`config.mk`:
```
export PLATFORM = sky130hd
export DESIGN_NAME = systolic_mult
export DESIGN_NICKNAME = d
export VERILOG_FILES = /design/src/rtl/mulsys_pkg.sv /design/src/rtl/mulsys_delay.sv /design/src/rtl/mulsys_fa_cell.sv /design/src/rtl/mulsys_csa_row.sv /design/src/rtl/systolic_mult.sv
export SDC_FILE = /design/constraint.sdc
export NUM_CORES = 1
export LEC_CHECK = 0
export ABC_AREA = 1
export BUFFER_PORTS_ARGS = -buffer_cell sky130_fd_sc_hd__buf_2
export CORE_ASPECT_RATIO = 1.5
export CORE_UTILIZATION = 29
export CTS_BUF_LIST = sky130_fd_sc_hd__clkbuf_8
export CTS_CLUSTER_DIAMETER = 100
export DETAILED_ROUTE_END_ITERATION = 12
export GPL_TIMING_DRIVEN = 0
export HOLD_SLACK_MARGIN = 0.06
export PLACE_DENSITY = 0.54
export SLEW_MARGIN = 0
export SYNTH_ARGS = -nofsm -noshare
export SYNTH_HDL_FRONTEND = slang
export SYNTH_HIERARCHICAL = 1
export SYNTH_SLANG_ARGS = --single-unit
```
`constraint.sdc`:
```
create_clock -name clk -period 1.6 [get_ports clk]
set_input_delay 0.16 -clock clk [delete_from_list [all_inputs] [get_ports clk]]
set_output_delay 0.16 -clock clk [all_outputs]
set_load 0.01 [all_outputs]
```
`src/rtl/mulsys_pkg.sv`:
```
`timescale 1ns/1ps
package mulsys_pkg;

    // Sum output of one full-adder cell.
    function automatic logic fa_sum(input logic x, input logic y, input logic z);
        return x ^ y ^ z;
    endfunction

    // Carry output of one full-adder cell (majority of the three inputs).
    function automatic logic fa_carry(input logic x, input logic y, input logic z);
        return (x & y) | (x & z) | (y & z);
    endfunction

endpackage

```
`src/rtl/mulsys_delay.sv`:
```
`timescale 1ns/1ps
// Register delay line of D stages (D must be at least 1).
module mulsys_delay #(
    parameter int W = 1,
    parameter int D = 1
) (
    input  logic         clk,
    input  logic         rst_n,
    input  logic [W-1:0] d,
    output logic [W-1:0] q
);
    logic [W-1:0] stage_q [D];

    always_ff @(posedge clk or negedge rst_n) begin
        if (!rst_n) begin
            for (int i = 0; i < D; i++) begin
                stage_q[i] <= '0;
            end
        end else begin
            stage_q[0] <= d;
            for (int i = 1; i < D; i++) begin
                stage_q[i] <= stage_q[i-1];
            end
        end
    end

    assign q = stage_q[D-1];
endmodule

```
`src/rtl/mulsys_fa_cell.sv`:
```
`timescale 1ns/1ps
// Basic systolic cell: full adder with registered sum and carry.
module mulsys_fa_cell
    import mulsys_pkg::*;
(
    input  logic clk,
    input  logic rst_n,
    input  logic x,
    input  logic y,
    input  logic z,
    output logic sum_q,
    output logic carry_q
);
    always_ff @(posedge clk or negedge rst_n) begin
        if (!rst_n) begin
            sum_q   <= 1'b0;
            carry_q <= 1'b0;
        end else begin
            sum_q   <= fa_sum(x, y, z);
            carry_q <= fa_carry(x, y, z);
        end
    end
endmodule

```
`src/rtl/mulsys_csa_row.sv`:
```
`timescale 1ns/1ps
// One carry-save row of the array: adds partial-product row ROW
// (multiplicand AND multiplier bit ROW, weight 2^ROW) to the incoming
// sum/carry vectors, one registered cell per bit weight.
module mulsys_csa_row
    import mulsys_pkg::*;
#(
    parameter int N   = 8,
    parameter int ROW = 0
) (
    input  logic           clk,
    input  logic           rst_n,
    input  logic [N-1:0]   a_i,
    input  logic           b_bit,
    input  logic [2*N-1:0] s_i,
    input  logic [2*N-1:0] c_i,
    output logic [2*N-1:0] s_o,
    output logic [2*N-1:0] c_o
);
    localparam int PW = 2 * N;

    assign c_o[0] = 1'b0;

    for (genvar p = 0; p < PW; p++) begin : g_bit
        logic pp;
        if (p >= ROW && p < ROW + N) begin : g_pp
            assign pp = a_i[p-ROW] & b_bit;
        end else begin : g_nopp
            assign pp = 1'b0;
        end

        if (p < PW - 1) begin : g_cell
            mulsys_fa_cell u_cell (
                .clk     (clk),
                .rst_n   (rst_n),
                .x       (s_i[p]),
                .y       (c_i[p]),
                .z       (pp),
                .sum_q   (s_o[p]),
                .carry_q (c_o[p+1])
            );
        end else begin : g_top
            // Top weight: the carry would leave the 2N-bit range.
            always_ff @(posedge clk or negedge rst_n) begin
                if (!rst_n) begin
                    s_o[p] <= 1'b0;
                end else begin
                    s_o[p] <= fa_sum(s_i[p], c_i[p], pp);
                end
            end
        end
    end
endmodule

```
`src/rtl/systolic_mult.sv`:
```
`timescale 1ns/1ps
// Pipelined bit-level systolic unsigned multiplier, latency 3N.
module systolic_mult
    import mulsys_pkg::*;
#(
    parameter int N = 8
) (
    input  logic           clk,
    input  logic           rst_n,
    input  logic           in_valid,
    input  logic [N-1:0]   op_a,
    input  logic [N-1:0]   op_b,
    output logic           out_valid,
    output logic [2*N-1:0] product
);
    localparam int PW  = 2 * N;
    localparam int LAT = 3 * N;

    // Operand delay elements: row r sees the operands r cycles late.
    logic [N-1:0]  a_d  [N];
    logic          b_sk [N];

    assign a_d[0]  = op_a;
    assign b_sk[0] = op_b[0];

    for (genvar r = 1; r < N; r++) begin : g_skew
        mulsys_delay #(.W(N), .D(1)) u_a_step (
            .clk(clk), .rst_n(rst_n), .d(a_d[r-1]), .q(a_d[r])
        );
        mulsys_delay #(.W(1), .D(r)) u_b_skew (
            .clk(clk), .rst_n(rst_n), .d(op_b[r]), .q(b_sk[r])
        );
    end

    // Carry-save rows.
    logic [PW-1:0] s_row [N+1];
    logic [PW-1:0] c_row [N+1];

    assign s_row[0] = '0;
    assign c_row[0] = '0;

    for (genvar r = 0; r < N; r++) begin : g_row
        mulsys_csa_row #(.N(N), .ROW(r)) u_row (
            .clk   (clk),
            .rst_n (rst_n),
            .a_i   (a_d[r]),
            .b_bit (b_sk[r]),
            .s_i   (s_row[r]),
            .c_i   (c_row[r]),
            .s_o   (s_row[r+1]),
            .c_o   (c_row[r+1])
        );
    end

    // Carry-resolution chain: bit p waits p cycles, meets the carry
    // from bit p-1, then waits 2N-1-p cycles so all bits leave together.
    logic [PW-1:0] cy;
    logic [PW-1:0] res_bit;

    assign cy[0] = 1'b0;

    for (genvar p = 0; p < PW; p++) begin : g_res
        logic [1:0] sc_skewed;

        if (p == 0) begin : g_pre0
            assign sc_skewed = {s_row[N][p], c_row[N][p]};
        end else begin : g_pre
            mulsys_delay #(.W(2), .D(p)) u_pre (
                .clk(clk), .rst_n(rst_n),
                .d({s_row[N][p], c_row[N][p]}), .q(sc_skewed)
            );
        end

        if (p < PW - 1) begin : g_cell
            mulsys_fa_cell u_cell (
                .clk     (clk),
                .rst_n   (rst_n),
                .x       (sc_skewed[1]),
                .y       (sc_skewed[0]),
                .z       (cy[p]),
                .sum_q   (res_bit[p]),
                .carry_q (cy[p+1])
            );
        end else begin : g_top
            always_ff @(posedge clk or negedge rst_n) begin
                if (!rst_n) begin
                    res_bit[p] <= 1'b0;
                end else begin
                    res_bit[p] <= fa_sum(sc_skewed[1], sc_skewed[0], cy[p]);
                end
            end
        end

        if (p == PW - 1) begin : g_post0
            assign product[p] = res_bit[p];
        end else begin : g_post
            mulsys_delay #(.W(1), .D(PW - 1 - p)) u_post (
                .clk(clk), .rst_n(rst_n), .d(res_bit[p]), .q(product[p])
            );
        end
    end

    // Valid flag travels beside the data.
    mulsys_delay #(.W(1), .D(LAT)) u_valid (
        .clk(clk), .rst_n(rst_n), .d(in_valid), .q(out_valid)
    );
endmodule

```
-- After elaboration in Yosys (flattened, before gate mapping)
Index checks and enable logic that the tools add are counted.
- bits in latches: 0
- input bits: 19
- RAM bits: 0
- register bits after elaboration: 574
- ROM bits: 0
- logic and storage cells: 864
- memories kept: 0
- output and inout bits: 17
- magnitude comparators: 0
- shifts and indexed selects: 0
- multiplexer cells: 0
- bitwise logic cells: 416
- divide/modulo/power cells: 0
- multiply operators: 0
- reduce and logical (&&, ||, !) cells: 0
- equality and inequality tests: 0
- add/subtract/negate cells: 0
- operators with widths (cell ; number):
    bitwise AND 1 bit ; 216
    bitwise XOR 1 bit ; 104
    OR 1 bit ; 96

-- Logic depth before layout (Yosys ltp)
- depth after elaboration: 4
- mapped depth: 6
- mapped depth without buffers: 5

-- Cells and area by module
Netlist, hierarchy kept.
- by module, submodules not included (module ; seq. area each (µm²) ; instances ; area each (µm²) ; cells each):
    mulsys_fa_cell ; 50.0 ; 135 ; 70.1 ; 3
    mulsys_delay (g_res[7].g_post.u_post ...) ; 200.2 ; 8 ; 200.2 ; 8
    mulsys_csa_row ; 25.0 ; 8 ; 120.1 ; 25
    mulsys_delay (g_res[15].g_pre.u_pre) ; 750.7 ; 1 ; 765.7 ; 32
    mulsys_delay (g_res[14].g_pre.u_pre) ; 700.7 ; 1 ; 715.7 ; 30
    mulsys_delay (g_res[13].g_pre.u_pre) ; 650.6 ; 1 ; 665.6 ; 28
    mulsys_delay (g_res[12].g_pre.u_pre) ; 600.6 ; 1 ; 615.6 ; 26
    mulsys_delay (u_valid) ; 600.6 ; 1 ; 600.6 ; 24
    mulsys_delay (g_res[11].g_pre.u_pre) ; 550.5 ; 1 ; 565.5 ; 24
    mulsys_delay (g_res[10].g_pre.u_pre) ; 500.5 ; 1 ; 515.5 ; 22
    mulsys_delay (g_res[9].g_pre.u_pre) ; 450.4 ; 1 ; 465.4 ; 20
    mulsys_delay (g_res[8].g_pre.u_pre) ; 400.4 ; 1 ; 415.4 ; 18
    mulsys_delay (g_res[0].g_post.u_post) ; 375.4 ; 1 ; 375.4 ; 15
    mulsys_delay (g_res[7].g_pre.u_pre) ; 350.3 ; 1 ; 365.4 ; 16
    +19 rows ; n/a ; n/a ; n/a ; n/a

-- Worst setup path before layout
OpenSTA, ideal clock, no wires.
- kind: reg-to-reg
- start: register g_skew[1].u_b_skew.stage_q
- end: register g_row[1].u_row/g_bit[3].g_cell.u_cell/sum_q (netlist name)
- path buffers: 1
- setup slack: 0.454 ns
- period minus slack after synthesis: 1.146 ns
- setup time: 0.135 ns
- data arrival time: 1.011 ns
- required time: 1.465 ns
- stages on the path, launching flop included: 5
- cells stage by stage: dfrtp_1 -> buf_2 -> nand2_1 -> inv_1 -> fa_1
- word-level cells in the longest chain between the ends: 2
- RTL lines (what ; line ; RTL):
    start: declaration ; mulsys_delay.sv:12 ; logic [W-1:0] stage_q [D];
    start signal: indexed assignment ; mulsys_delay.sv:22 ; stage_q[i] <= stage_q[i-1];
    bitwise AND 1 bit ; mulsys_csa_row.sv:27 ; assign pp = a_i[p-ROW] & b_bit;
    net g_row[1].u_row.g_bit[3].pp ; mulsys_csa_row.sv:25 ; logic pp;
    bitwise XOR 1 bit ; mulsys_pkg.sv:6 ; return x ^ y ^ z;
The timed path passes the listed nets, and every way through them passes these cells.

-- Final worst setup path
- start: register res_bit[15], in the netlist product[15]
- end: output port product[15]
- RTL lines (what ; line ; RTL):
    start: declaration ; systolic_mult.sv:58 ; logic [PW-1:0] res_bit;
    start signal: indexed assignment ; systolic_mult.sv:89 ; res_bit[p] <= fa_sum(sc_skewed[1], sc_skewed[0], cy[p]);
    end: declaration ; systolic_mult.sv:14 ; output logic [2*N-1:0] product
No word-level cell between the ends.

==> qor.yml <==
clocking:
  cts-resized-gates: 0
  htreeDepth: 3
  cts_tree: "done"
  worstSkewPairLatency_ps: 680
  clockBufferDepth: 3
  clkSinkCount: 747
  root_buffer: "clkbuf_8"
  cts_buffers: 116
  clk_pin_slew_ps: 60
  cts_setup_buffers: 0
  hold_buffers: 27
routing:
  avgRoutedWirePerCell_um: 9.72
  ant_nets: 0
  wl_um: 24100
  drc_errors: 0
  via_per_inst: 3.47
  drt_first_pass_iters: 3
  vias: 8598
  drt_iter0_drc: 346
synthesis:
  synthTopCellsByArea: "dfrtp_1 83%, fa_1 12%, nand2_1 1.6%, inv_1 1.4%, buf_4 1.2%"
  netlist.area_leader.share: 0.834
  yosysTopAreaCell: "dfrtp_1"
  ys_ff_latch: 747
  syn-cell-area_mm2: 0.0224
  synth.distinct_cells: 8
  ys_warn_count: 6
  ys_seq_area_frac: 0.834
  netlist_instances: 1113
  syn_avg_cell_area_um2: 20.1
sta:
  max_freq_mhz: 702
  post-route-period-util: 0.891
  setup_slack_ps: 175
  holdWs_ps: -529
  hold_violations: 78
  fin_tns_setup_ps: 0
  min_period_ps: 1420
  maxSlewHeadroom: 0.565
  rsz0062_at_grt: "no"
  worst_slew_pin_slew_ps: 653
  finClkSkew_ps: 14.3
  finalSetupViolCount: 0
  slew_violations: 0
global_routing:
  grtUsageTotal: 0.0682
  grt_pass1_wl_um: 44000
  grt_overflow: 0
  grt_pass1_vias: 9861
  antenna_found_initial: 0
  grt_start_max_net_pins: 133
die:
  die_h_um: 342
  io_pins: 36
  initial_core_util: 0.294
  coreArea_mm2: 0.0763
  rows: 124
  dieArea_mm2: 0.0784
  die-width_um: 229
power_and_ir_drop:
  power_uw: 46900
  ir_drop_v: 0.000755
  powerDensity_mw_per_mm2: 1750
  p_leak_uw: 0.0130
cells_and_area:
  drive_above_1_share: 0.162
  layout.nets: 1542
  diodes: 0
  mostFrequentLayoutCells: "747 x dfrtp_1, 136 x clkbuf_8, 135 x fa_1"
  syn_to_final_growth_pct: 19.6
  final_util: 0.351
  final_common_cell: "dfrtp_1"
worst_setup_path:
  crit_path_end_kind: "output pin"
  worst_r2r_startpoint: "g_skew[2].u_b_skew/q"
  crit_path_start_kind: "register"
  critical_path_class: "reg -> out"
  arrival_ps: 1260
  required_ps: 1440
  rr_endpoint: "g_row[2].u_row/g_bit[8].g_cell.u_cell/sum_q"
  r2r_slack_ps: 320
  reg2reg_depth: 4
  worstPathMaxFanout: 1
flow_run:
  maxCapViolations: 0
status:
  status: "complete, but fails checks"
  violations: "negative hold slack"
place:
  dpl.hpwl_um: 13300
  port_buffers: 34
  gp_congestion: 0.681
  place_ws_ps: -274
min_path:
  hold_class: "in -> async"
==> metal layers <==
| layer | global-route usage | up-vias | routed length [um] |
|---|---|---|---|
| met5 | 0 | - | 0 |
| met4 | 0.0443 | 0 | 925 |
| met3 | 0.0226 | 72 | 1360 |
| met2 | 0.119 | 158 | 13100 |
| met1 | 0.0695 | 4614 | 8680 |
| li1 | - | 3754 | - |
==> worst max-delay path: stages (launching register included) <==
cell	delay [ps]
dfrtp_1	360
buf_4	120
buf_2	120
==> cell usage after synthesis <==
library cell,instances
buf_2,8
buf_4,37
conb_1,9
dfrtp_1,747
fa_1,135
inv_1,83
nand2_1,93
nand3_1,1
==> power breakdown <==
group	total [uW]	switching [uW]	internal (uW)
logic	3870	1920	1950
registers	28500	2290	26200
clock network	14500	6680	7810
==> worst max path at each step <==
stage / from / to / slack (ps) / cells after the start
after floorplan: g_skew[1].u_b_skew/q / g_row[1].u_row/g_bit[3].g_cell.u_cell/sum_q / 450 / 4
after global placement: rst_n / g_row[0].u_row/g_bit[10].g_cell.u_cell/carry_q / -14640 / 1
after detailed placement: rst_n / g_row[0].u_row/g_bit[3].g_cell.u_cell/carry_q / -270 / 3
after CTS: product[15] / product[15] / 90 / 2
after global routing: product[15] / product[15] / 80 / 2
final: product[15] / product[15] / 180 / 2
==> per-stage QoR <==
stage / hold WS, ps / cells / area [um^2]
after global placement: 267 / 2245 / 24200
final: -529 / 2478 / 26800
after floorplan: -136 / 1203 / 22800
after CTS: -580 / 2478 / 26800
after global routing: -521 / 2478 / 26800
after detailed placement: 201 / 2251 / 24400
==> state kept, by name, summed over array words and instances, names as in the netlist <==
name,flops
g_res.g_cell.u_cell/carry_q,15
g_skew.u_b_skew/q,7
g_res.g_cell.u_cell/sum_q,15
g_row.u_row/s_o,8
g_res.g_pre.u_pre/q,30
product,1
u_valid/q,1
g_row.u_row/g_bit.g_cell.u_cell/carry_q,120
u_valid/stage_q,23
g_res.g_post.u_post/q,15
g_skew.u_a_step/q,56
g_skew.u_b_skew/stage_q,21
g_row.u_row/g_bit.g_cell.u_cell/sum_q,120
g_res.g_pre.u_pre/stage_q,210
g_res.g_post.u_post/stage_q,105
==> cell type report <==
cell class	instances	area, um^2
Timing Repair Buffer	67	616
Inverter	83	312
Fill cell	7270	49500
Sequential cell	747	18700
Multi-Input combinational cell	328	3430
Clock inverter	64	304
Buffer	45	318
Clock buffer	136	1870
Tap cell	1008	1260
==> kinds of logic (layout without fill, tap and decap cells) <==
family	count (synthesis)	count (layout)	share of synthesized area
AND/OR/NAND/NOR	94	94	0.0158
flip-flops	747	747	0.834
other	9	99	0.00151
buffers and inverters	128	395	0.0281
adder cells (fa/ha/maj)	135	135	0.121
Power figures use the tool's default switching activity.
